==> config.mk <==
export PLATFORM = sky130hd
export DESIGN_NAME = vlane_unit
export DESIGN_NICKNAME = d
export VERILOG_FILES = /design/src/rtl/vlane_pkg.sv /design/src/rtl/vlane_vl_reg.sv /design/src/rtl/vlane_issue.sv /design/src/rtl/vlane_pipe.sv /design/src/rtl/vlane_mask_reg.sv /design/src/rtl/vlane_unit.sv
export SDC_FILE = /design/constraint.sdc
export NUM_CORES = 1
export LEC_CHECK = 0
export ABC_AREA = 1
export CELL_PAD_IN_SITES_DETAIL_PLACEMENT = 1
export CELL_PAD_IN_SITES_GLOBAL_PLACEMENT = 1
export CORE_MARGIN = 4
export CORE_UTILIZATION = 45
export DETAILED_ROUTE_END_ITERATION = 8
export PLACE_DENSITY_LB_ADDON = 0.15
export SLEW_MARGIN = 15
export SYNTH_ARGS = -nofsm -noshare
export SYNTH_HDL_FRONTEND = slang
export SYNTH_SLANG_ARGS = --single-unit
==> constraint.sdc <==
create_clock -name clk -period 6.5 [get_ports clk]
set_input_delay 1.625 -clock clk [delete_from_list [all_inputs] [get_ports clk]]
set_output_delay 1.625 -clock clk [all_outputs]
set_load 0.02 [all_outputs]
==> src/rtl/vlane_pkg.sv <==
package vlane_pkg;

   typedef enum logic [2:0] {
      VOP_ADD_VV = 3'd0,
      VOP_SUB_VV = 3'd1,
      VOP_ADD_VS = 3'd2,
      VOP_SUB_VS = 3'd3,
      VOP_CMP_NE = 3'd4
   } vop_e;

   function automatic logic vop_is_arith(input logic [2:0] code);
      return (code <= 3'd3);
   endfunction

   function automatic logic vop_uses_scalar(input logic [2:0] code);
      return (code == VOP_ADD_VS) || (code == VOP_SUB_VS);
   endfunction

   function automatic logic vop_is_sub(input logic [2:0] code);
      return (code == VOP_SUB_VV) || (code == VOP_SUB_VS);
   endfunction

endpackage

==> src/rtl/vlane_vl_reg.sv <==
module vlane_vl_reg #(
   parameter int MAX_VL = 64,
   parameter int VL_W   = 7
) (
   input  logic            clk,
   input  logic            rst_n,
   input  logic            wr,
   input  logic [VL_W-1:0] wdata,
   output logic [VL_W-1:0] vl
);
   localparam logic [VL_W-1:0] VL_MAX = VL_W'(MAX_VL);

   logic [VL_W-1:0] clamped;

   always_comb begin
      if (wdata == '0)          clamped = VL_W'(1);
      else if (wdata > VL_MAX)  clamped = VL_MAX;
      else                      clamped = wdata;
   end

   always_ff @(posedge clk or negedge rst_n) begin
      if (!rst_n)   vl <= VL_MAX;
      else if (wr)  vl <= clamped;
   end
endmodule

==> src/rtl/vlane_issue.sv <==
module vlane_issue #(
   parameter int IDX_W = 6,
   parameter int VL_W  = 7
) (
   input  logic             clk,
   input  logic             rst_n,
   input  logic             accept,
   input  logic [VL_W-1:0]  vl,
   output logic             active,
   output logic             last,
   output logic [IDX_W-1:0] idx
);
   logic [IDX_W-1:0] len_m1;

   assign last = active && (idx == len_m1);

   always_ff @(posedge clk or negedge rst_n) begin
      if (!rst_n) begin
         active <= 1'b0;
         idx    <= '0;
         len_m1 <= '0;
      end else if (accept) begin
         active <= 1'b1;
         idx    <= '0;
         len_m1 <= IDX_W'(vl - VL_W'(1));
      end else if (active) begin
         if (last) active <= 1'b0;
         else      idx    <= idx + IDX_W'(1);
      end
   end
endmodule

==> src/rtl/vlane_pipe.sv <==
module vlane_pipe #(
   parameter int ELEM_W = 64,
   parameter int IDX_W  = 6,
   parameter int LAT    = 6
) (
   input  logic              clk,
   input  logic              rst_n,
   input  logic              in_valid,
   input  logic              in_last,
   input  logic              in_wr,
   input  logic              in_cmp,
   input  logic              in_bit,
   input  logic [IDX_W-1:0]  in_idx,
   input  logic [ELEM_W-1:0] in_data,
   output logic              out_valid,
   output logic              out_last,
   output logic              out_wr,
   output logic              out_cmp,
   output logic              out_bit,
   output logic [IDX_W-1:0]  out_idx,
   output logic [ELEM_W-1:0] out_data,
   output logic              any_valid
);
   logic [LAT-1:0]    st_v, st_l, st_w, st_c, st_b;
   logic [IDX_W-1:0]  st_i [LAT];
   logic [ELEM_W-1:0] st_d [LAT];

   for (genvar k = 0; k < LAT; k++) begin : g_stage
      if (k == 0) begin : g_head
         always_ff @(posedge clk or negedge rst_n) begin
            if (!rst_n) begin
               st_v[0] <= 1'b0; st_l[0] <= 1'b0; st_w[0] <= 1'b0;
               st_c[0] <= 1'b0; st_b[0] <= 1'b0;
               st_i[0] <= '0;   st_d[0] <= '0;
            end else begin
               st_v[0] <= in_valid;
               st_l[0] <= in_valid & in_last;
               st_w[0] <= in_valid & in_wr;
               st_c[0] <= in_valid & in_cmp;
               st_b[0] <= in_bit;
               st_i[0] <= in_idx;
               st_d[0] <= in_data;
            end
         end
      end else begin : g_body
         always_ff @(posedge clk or negedge rst_n) begin
            if (!rst_n) begin
               st_v[k] <= 1'b0; st_l[k] <= 1'b0; st_w[k] <= 1'b0;
               st_c[k] <= 1'b0; st_b[k] <= 1'b0;
               st_i[k] <= '0;   st_d[k] <= '0;
            end else begin
               st_v[k] <= st_v[k-1];
               st_l[k] <= st_l[k-1];
               st_w[k] <= st_w[k-1];
               st_c[k] <= st_c[k-1];
               st_b[k] <= st_b[k-1];
               st_i[k] <= st_i[k-1];
               st_d[k] <= st_d[k-1];
            end
         end
      end
   end

   assign out_valid = st_v[LAT-1];
   assign out_last  = st_l[LAT-1];
   assign out_wr    = st_w[LAT-1];
   assign out_cmp   = st_c[LAT-1];
   assign out_bit   = st_b[LAT-1];
   assign out_idx   = st_i[LAT-1];
   assign out_data  = st_d[LAT-1];
   assign any_valid = |st_v;
endmodule

==> src/rtl/vlane_mask_reg.sv <==
module vlane_mask_reg #(
   parameter int MAX_VL = 64,
   parameter int IDX_W  = 6
) (
   input  logic              clk,
   input  logic              rst_n,
   input  logic              wr,
   input  logic [IDX_W-1:0]  wr_idx,
   input  logic              wr_bit,
   output logic [MAX_VL-1:0] mask
);
   for (genvar i = 0; i < MAX_VL; i++) begin : g_bit
      always_ff @(posedge clk or negedge rst_n) begin
         if (!rst_n)                               mask[i] <= 1'b1;
         else if (wr && (wr_idx == IDX_W'(i)))     mask[i] <= wr_bit;
      end
   end
endmodule

==> src/rtl/vlane_unit.sv <==
module vlane_unit
   import vlane_pkg::*;
#(
   parameter int ELEM_W  = 64,
   parameter int MAX_VL  = 64,
   parameter int ADD_LAT = 6,
   localparam int IDX_W  = $clog2(MAX_VL),
   localparam int VL_W   = $clog2(MAX_VL + 1)
) (
   input  logic              clk,
   input  logic              rst_n,
   input  logic              vl_wr,
   input  logic [VL_W-1:0]   vl_wdata,
   input  logic              start,
   input  logic [2:0]        op,
   input  logic              mask_en,
   input  logic [ELEM_W-1:0] a_elem,
   input  logic [ELEM_W-1:0] b_elem,
   input  logic [ELEM_W-1:0] scalar,
   output logic              issue_active,
   output logic [IDX_W-1:0]  issue_idx,
   output logic              busy,
   output logic              res_we,
   output logic [IDX_W-1:0]  res_idx,
   output logic [ELEM_W-1:0] res_data,
   output logic              done,
   output logic [MAX_VL-1:0] mask_q,
   output logic [VL_W-1:0]   vl_q
);
   if (ELEM_W < 1) begin : g_bad_width
      $error("vlane_unit: ELEM_W must be positive");
   end
   if (MAX_VL < 2 || (MAX_VL & (MAX_VL - 1)) != 0) begin : g_bad_len
      $error("vlane_unit: MAX_VL must be a power of two of at least 2");
   end
   if (ADD_LAT < 1) begin : g_bad_lat
      $error("vlane_unit: ADD_LAT must be at least 1");
   end

   logic              accept;
   logic              issue_last;
   logic [2:0]        op_q;
   logic              mask_en_q;
   logic              pipe_busy;
   logic              done_q;
   logic [ELEM_W-1:0] rhs;
   logic [ELEM_W-1:0] alu_out;
   logic              elem_wr;
   logic              cmp_ne;
   logic              p_valid, p_last, p_wr, p_cmp, p_bit;
   logic [IDX_W-1:0]  p_idx;
   logic [ELEM_W-1:0] p_data;

   assign busy   = issue_active | pipe_busy | done_q;
   assign accept = start & ~busy;

   always_ff @(posedge clk or negedge rst_n) begin
      if (!rst_n) begin
         op_q      <= 3'd0;
         mask_en_q <= 1'b0;
      end else if (accept) begin
         op_q      <= op;
         mask_en_q <= mask_en;
      end
   end

   vlane_vl_reg #(.MAX_VL(MAX_VL), .VL_W(VL_W)) u_vl (
      .clk(clk), .rst_n(rst_n), .wr(vl_wr), .wdata(vl_wdata), .vl(vl_q)
   );

   vlane_issue #(.IDX_W(IDX_W), .VL_W(VL_W)) u_issue (
      .clk(clk), .rst_n(rst_n), .accept(accept), .vl(vl_q),
      .active(issue_active), .last(issue_last), .idx(issue_idx)
   );

   always_comb begin
      rhs     = vop_uses_scalar(op_q) ? scalar : b_elem;
      alu_out = vop_is_sub(op_q) ? (a_elem - rhs) : (a_elem + rhs);
      cmp_ne  = (a_elem != scalar);
      elem_wr = vop_is_arith(op_q) && (!mask_en_q || mask_q[issue_idx]);
   end

   vlane_pipe #(.ELEM_W(ELEM_W), .IDX_W(IDX_W), .LAT(ADD_LAT)) u_pipe (
      .clk(clk), .rst_n(rst_n),
      .in_valid(issue_active), .in_last(issue_last), .in_wr(elem_wr),
      .in_cmp(op_q == VOP_CMP_NE), .in_bit(cmp_ne), .in_idx(issue_idx),
      .in_data(alu_out),
      .out_valid(p_valid), .out_last(p_last), .out_wr(p_wr), .out_cmp(p_cmp),
      .out_bit(p_bit), .out_idx(p_idx), .out_data(p_data), .any_valid(pipe_busy)
   );

   vlane_mask_reg #(.MAX_VL(MAX_VL), .IDX_W(IDX_W)) u_mask (
      .clk(clk), .rst_n(rst_n), .wr(p_valid & p_cmp), .wr_idx(p_idx),
      .wr_bit(p_bit), .mask(mask_q)
   );

   always_ff @(posedge clk or negedge rst_n) begin
      if (!rst_n) done_q <= 1'b0;
      else        done_q <= p_valid & p_last;
   end

   assign res_we   = p_valid & p_wr;
   assign res_idx  = p_idx;
   assign res_data = p_data;
   assign done     = done_q;
endmodule

==> reports/qor.txt <==
================================================================================
Count of boundary I/O pins                                                   358
Initial antenna violation count                                                2
Most used cells in the layout excluding fill and tap cells          630 x nand2_1, 474 x dfrtp_1, 360 x nor2_1, 356 x clkdlybuf4s50_1, 270 x inv_1
Final setup violation count                                                    0
Total via count after detailed routing                                     21968
Most common cell after layout, fill and taps aside                       nand2_1
Fill cells                                                                  6104
Number of enable flip-flop cells after synthesis                               0
Cell accounting for the most synthesized area                            dfrtp_1
Die area                                                              0.0592 mm²
Count of antenna diodes in the layout                                          0
Cts bufs inserted                                                             52
Cells after synthesis                                                       2801
I/O Buffers                                                                  357
Leakage                                                                  14.0 nW
Synth async-reset ratio                                                     1.00
Pwr Density                                                           286 mW/mm²
Placed wire-length estimate                                             75900 µm
Area of the core                                                      0.0543 mm²
Fraction of final layout cells with drive strength greater than 1         0.0658
First-pass GRT wire length                                             156000 µm
Required time at the endpoint of the critical path                       7.01 ns
CTS clk-pin slew, worst paths                                            0.07 ns
Area grow syn2layout                                                       23.1%
Part of the Yosys area used for sequential elements                        0.545
Remaining global-route overflow                                                0
Endpoint arrival time on the critical path                               6.47 ns
Fraction of the cycle the final worst path needs                           0.917
Vias per inst                                                               5.65
Yosys reg bits                                                               539
Post-synth top area share                                                  0.476
Dpl cell area                                                         0.0288 mm²
Post-layout minimum cycle time                                           5.96 ns
Post-synthesis average cell area                                        8.89 µm²
Vias in the first global route                                             23854
Total nets after synthesis                                                  3074
Final Power                                                              8.76 mW
Final estimated routing congestion in global placement                     0.973
Worst-path maximum fanout                                                     71
Gr usage total                                                             0.346
Synth Flop Type                                                          dfrtp_1
Final standard cell area without fillers                              0.0307 mm²
H-tree lvl count                                                               2
TritonCTS clock tree                                                       built
Max cap viols                                                                  0
Hold Worst Slack                                                        0.326 ns
Number of clock sinks                                                        539
Slew margin rel.                                                           0.149
Yosys warning total                                                            0
Std-Cell Rows                                                                 85
Drt pass-1 iters                                                               5
Average routed wire per standard cell                                    26.6 µm
Post-synth cell types                                                         45
Fin. Hold Viols                                                                0
Final max-slew violation count                                                 0
Antenna viol nets, final                                                       0
Crit end category                                                           flop
Pin count of the biggest net entering global routing                         134
Die Y                                                                     243 µm
CTS resizes                                                                    0
Critical path start-end classification                              flop to flop
Total of hold buffers inserted after clock tree synthesis                      0
Setup repair after global routing missed its margin                           no
Largest cells by area after synthesis                               dfrtp_1 48%, nand2_1 9.5%, dfstp_2 6.9%, nor2_1 5.4%, inv_1 4.1%
Number of DRC violations after detailed-routing iteration 0                 1762
Post-route clock skew                                                  0.0297 ns
Final WL                                                               103000 µm
Root buffer cell                                                       clkbuf_16
Transition at the pin with the smallest max-transition slack             1.27 ns
Kind of launch point of the worst setup path                                flop
Fin nets                                                                    3375
Worst min path class                                                flop to flop
Sum Neg Setup Slack                                                         0 ns
Maximum clock rate                                                     0.168 GHz
Initial core utilization                                                   0.458
Buffers inserted by post-CTS timing repair                                     0
Chip Width                                                                243 µm
Clock Latency Late Sink                                                  0.62 ns
# DRC                                                                          0
Max rail drop VDD                                                         261 µV
Post-Syn Area                                                         0.0249 mm²
Longest Clk Path Bufs                                                          3
Result of the run                                                      completed
================================================================================
-- final cells by class --
type / count / area (µm²) / area share
Clock buffer: 77 / 1560 / 0.0507
Multi-Input combinational cell: 1866 / 9540 / 0.311
Clock inverter: 21 / 332 / 0.0108
Inverter: 274 / 1030 / 0.0336
Sequential cell: 539 / 13600 / 0.443
Timing Repair Buffer: 369 / 3710 / 0.121
Tap cell: 739 / 925 / 0.0302
-- layer usage --
layer	routed length [µm]	GRT usage	part of all wire	vias to the layer above
met3	6000	0.0470	0.058	286
met5	13	0	0.00013	-
met1	43300	0.462	0.42	11049
li1	-	-	-	9539
met4	4550	0.131	0.044	2
met2	49300	0.579	0.48	1092
-- through the flow --
step | setup slack, ns | utilization | cells
CTS | 0.682 | 0.564 | 3885
finish | 0.542 | 0.564 | 3885
detailed placement | 0.438 | 0.529 | 3787
global route | 0.304 | 0.564 | 3885
floorplan | 2.31 | - | 2801
global placement | 0.491 | 0.529 | 3787
-- critical path: stages (launching register included) --
cell	delay [ns]
dfrtp_1	0.44
inv_2	0.51
nand2_4	0.61
o21ai_1	0.61
nand3_4	0.19
inv_1	0.12
nand3_1	0.22
nor2_1	0.43
nor2_1	0.10
xnor2_1	0.16
ha_1	0.37
a21oi_1	0.30
o21ai_0	0.21
a21oi_1	0.38
nand2_1	0.20
nand3_1	0.12
nand2_1	0.29
nand3_1	0.27
nand2_1	0.10
nand2_1	0.10
nand2_1	0.07
-- kinds of logic (layout without fill, tap and decap cells) --
logic type                 count (synthesis)  count (layout)  share of synthesized area
and+or+nand+nor                         1258            1258                      0.210
DFF                                      539             539                      0.545
buffers and inverters                    396             741                     0.0729
AOI/OAI and AO/OA                        390             390                     0.0850
xor gates and xnor gates                 146             146                     0.0514
adders and majority gates                 66              66                     0.0335
muxes                                      6               6                    0.00246
-- sequential cells by signal (all words and copies together), names as in the netlist, 6 cells and up --
signal / flops
u_pipe.out_data: 64
u_vl.vl: 7
u_issue.len_m1: 6
u_mask.mask: 64
u_pipe.st_d: 320
u_issue.idx: 6
u_pipe.st_i: 30
u_pipe.out_idx: 6
-- power by group --
part / internal (mW) / switching, mW / total [mW]
sequential: 3.87 / 0.254 / 4.12
clock: 1.92 / 1.42 / 3.34
combinational: 0.475 / 0.819 / 1.29
total: 6.26 / 2.50 / 8.76
-- cell usage after synthesis (20+ instances only) --
cell type	instances
a21oi_1	160
a31oi_1	56
buf_4	73
clkbuf_1	31
dfrtp_1	474
dfstp_2	65
ha_1	65
inv_1	270
nand2_1	631
nand3_1	155
nand4_1	36
nor2_1	360
nor3_1	20
o21ai_0	124
xnor2_1	46
xor2_1	100
-- worst paths after layout --
path / startpoint / end / slack, ns / cells after the start
max: op_q[2] / u_pipe.st_d[382] / 0.54 / 20
min: u_pipe.st_d[221] / u_pipe.st_d[157] / 0.33 / 0
max reg2reg: op_q[2] / u_pipe.st_d[382] / 0.54 / 20
min reg2reg: u_pipe.st_d[221] / u_pipe.st_d[157] / 0.33 / 0
max in group asynchronous: rst_n / u_pipe.st_d[349] / 3.83 / 2
min in group asynchronous: rst_n / u_pipe.out_idx[2] / 1.09 / 1
(Power assumes the default switching activity.)
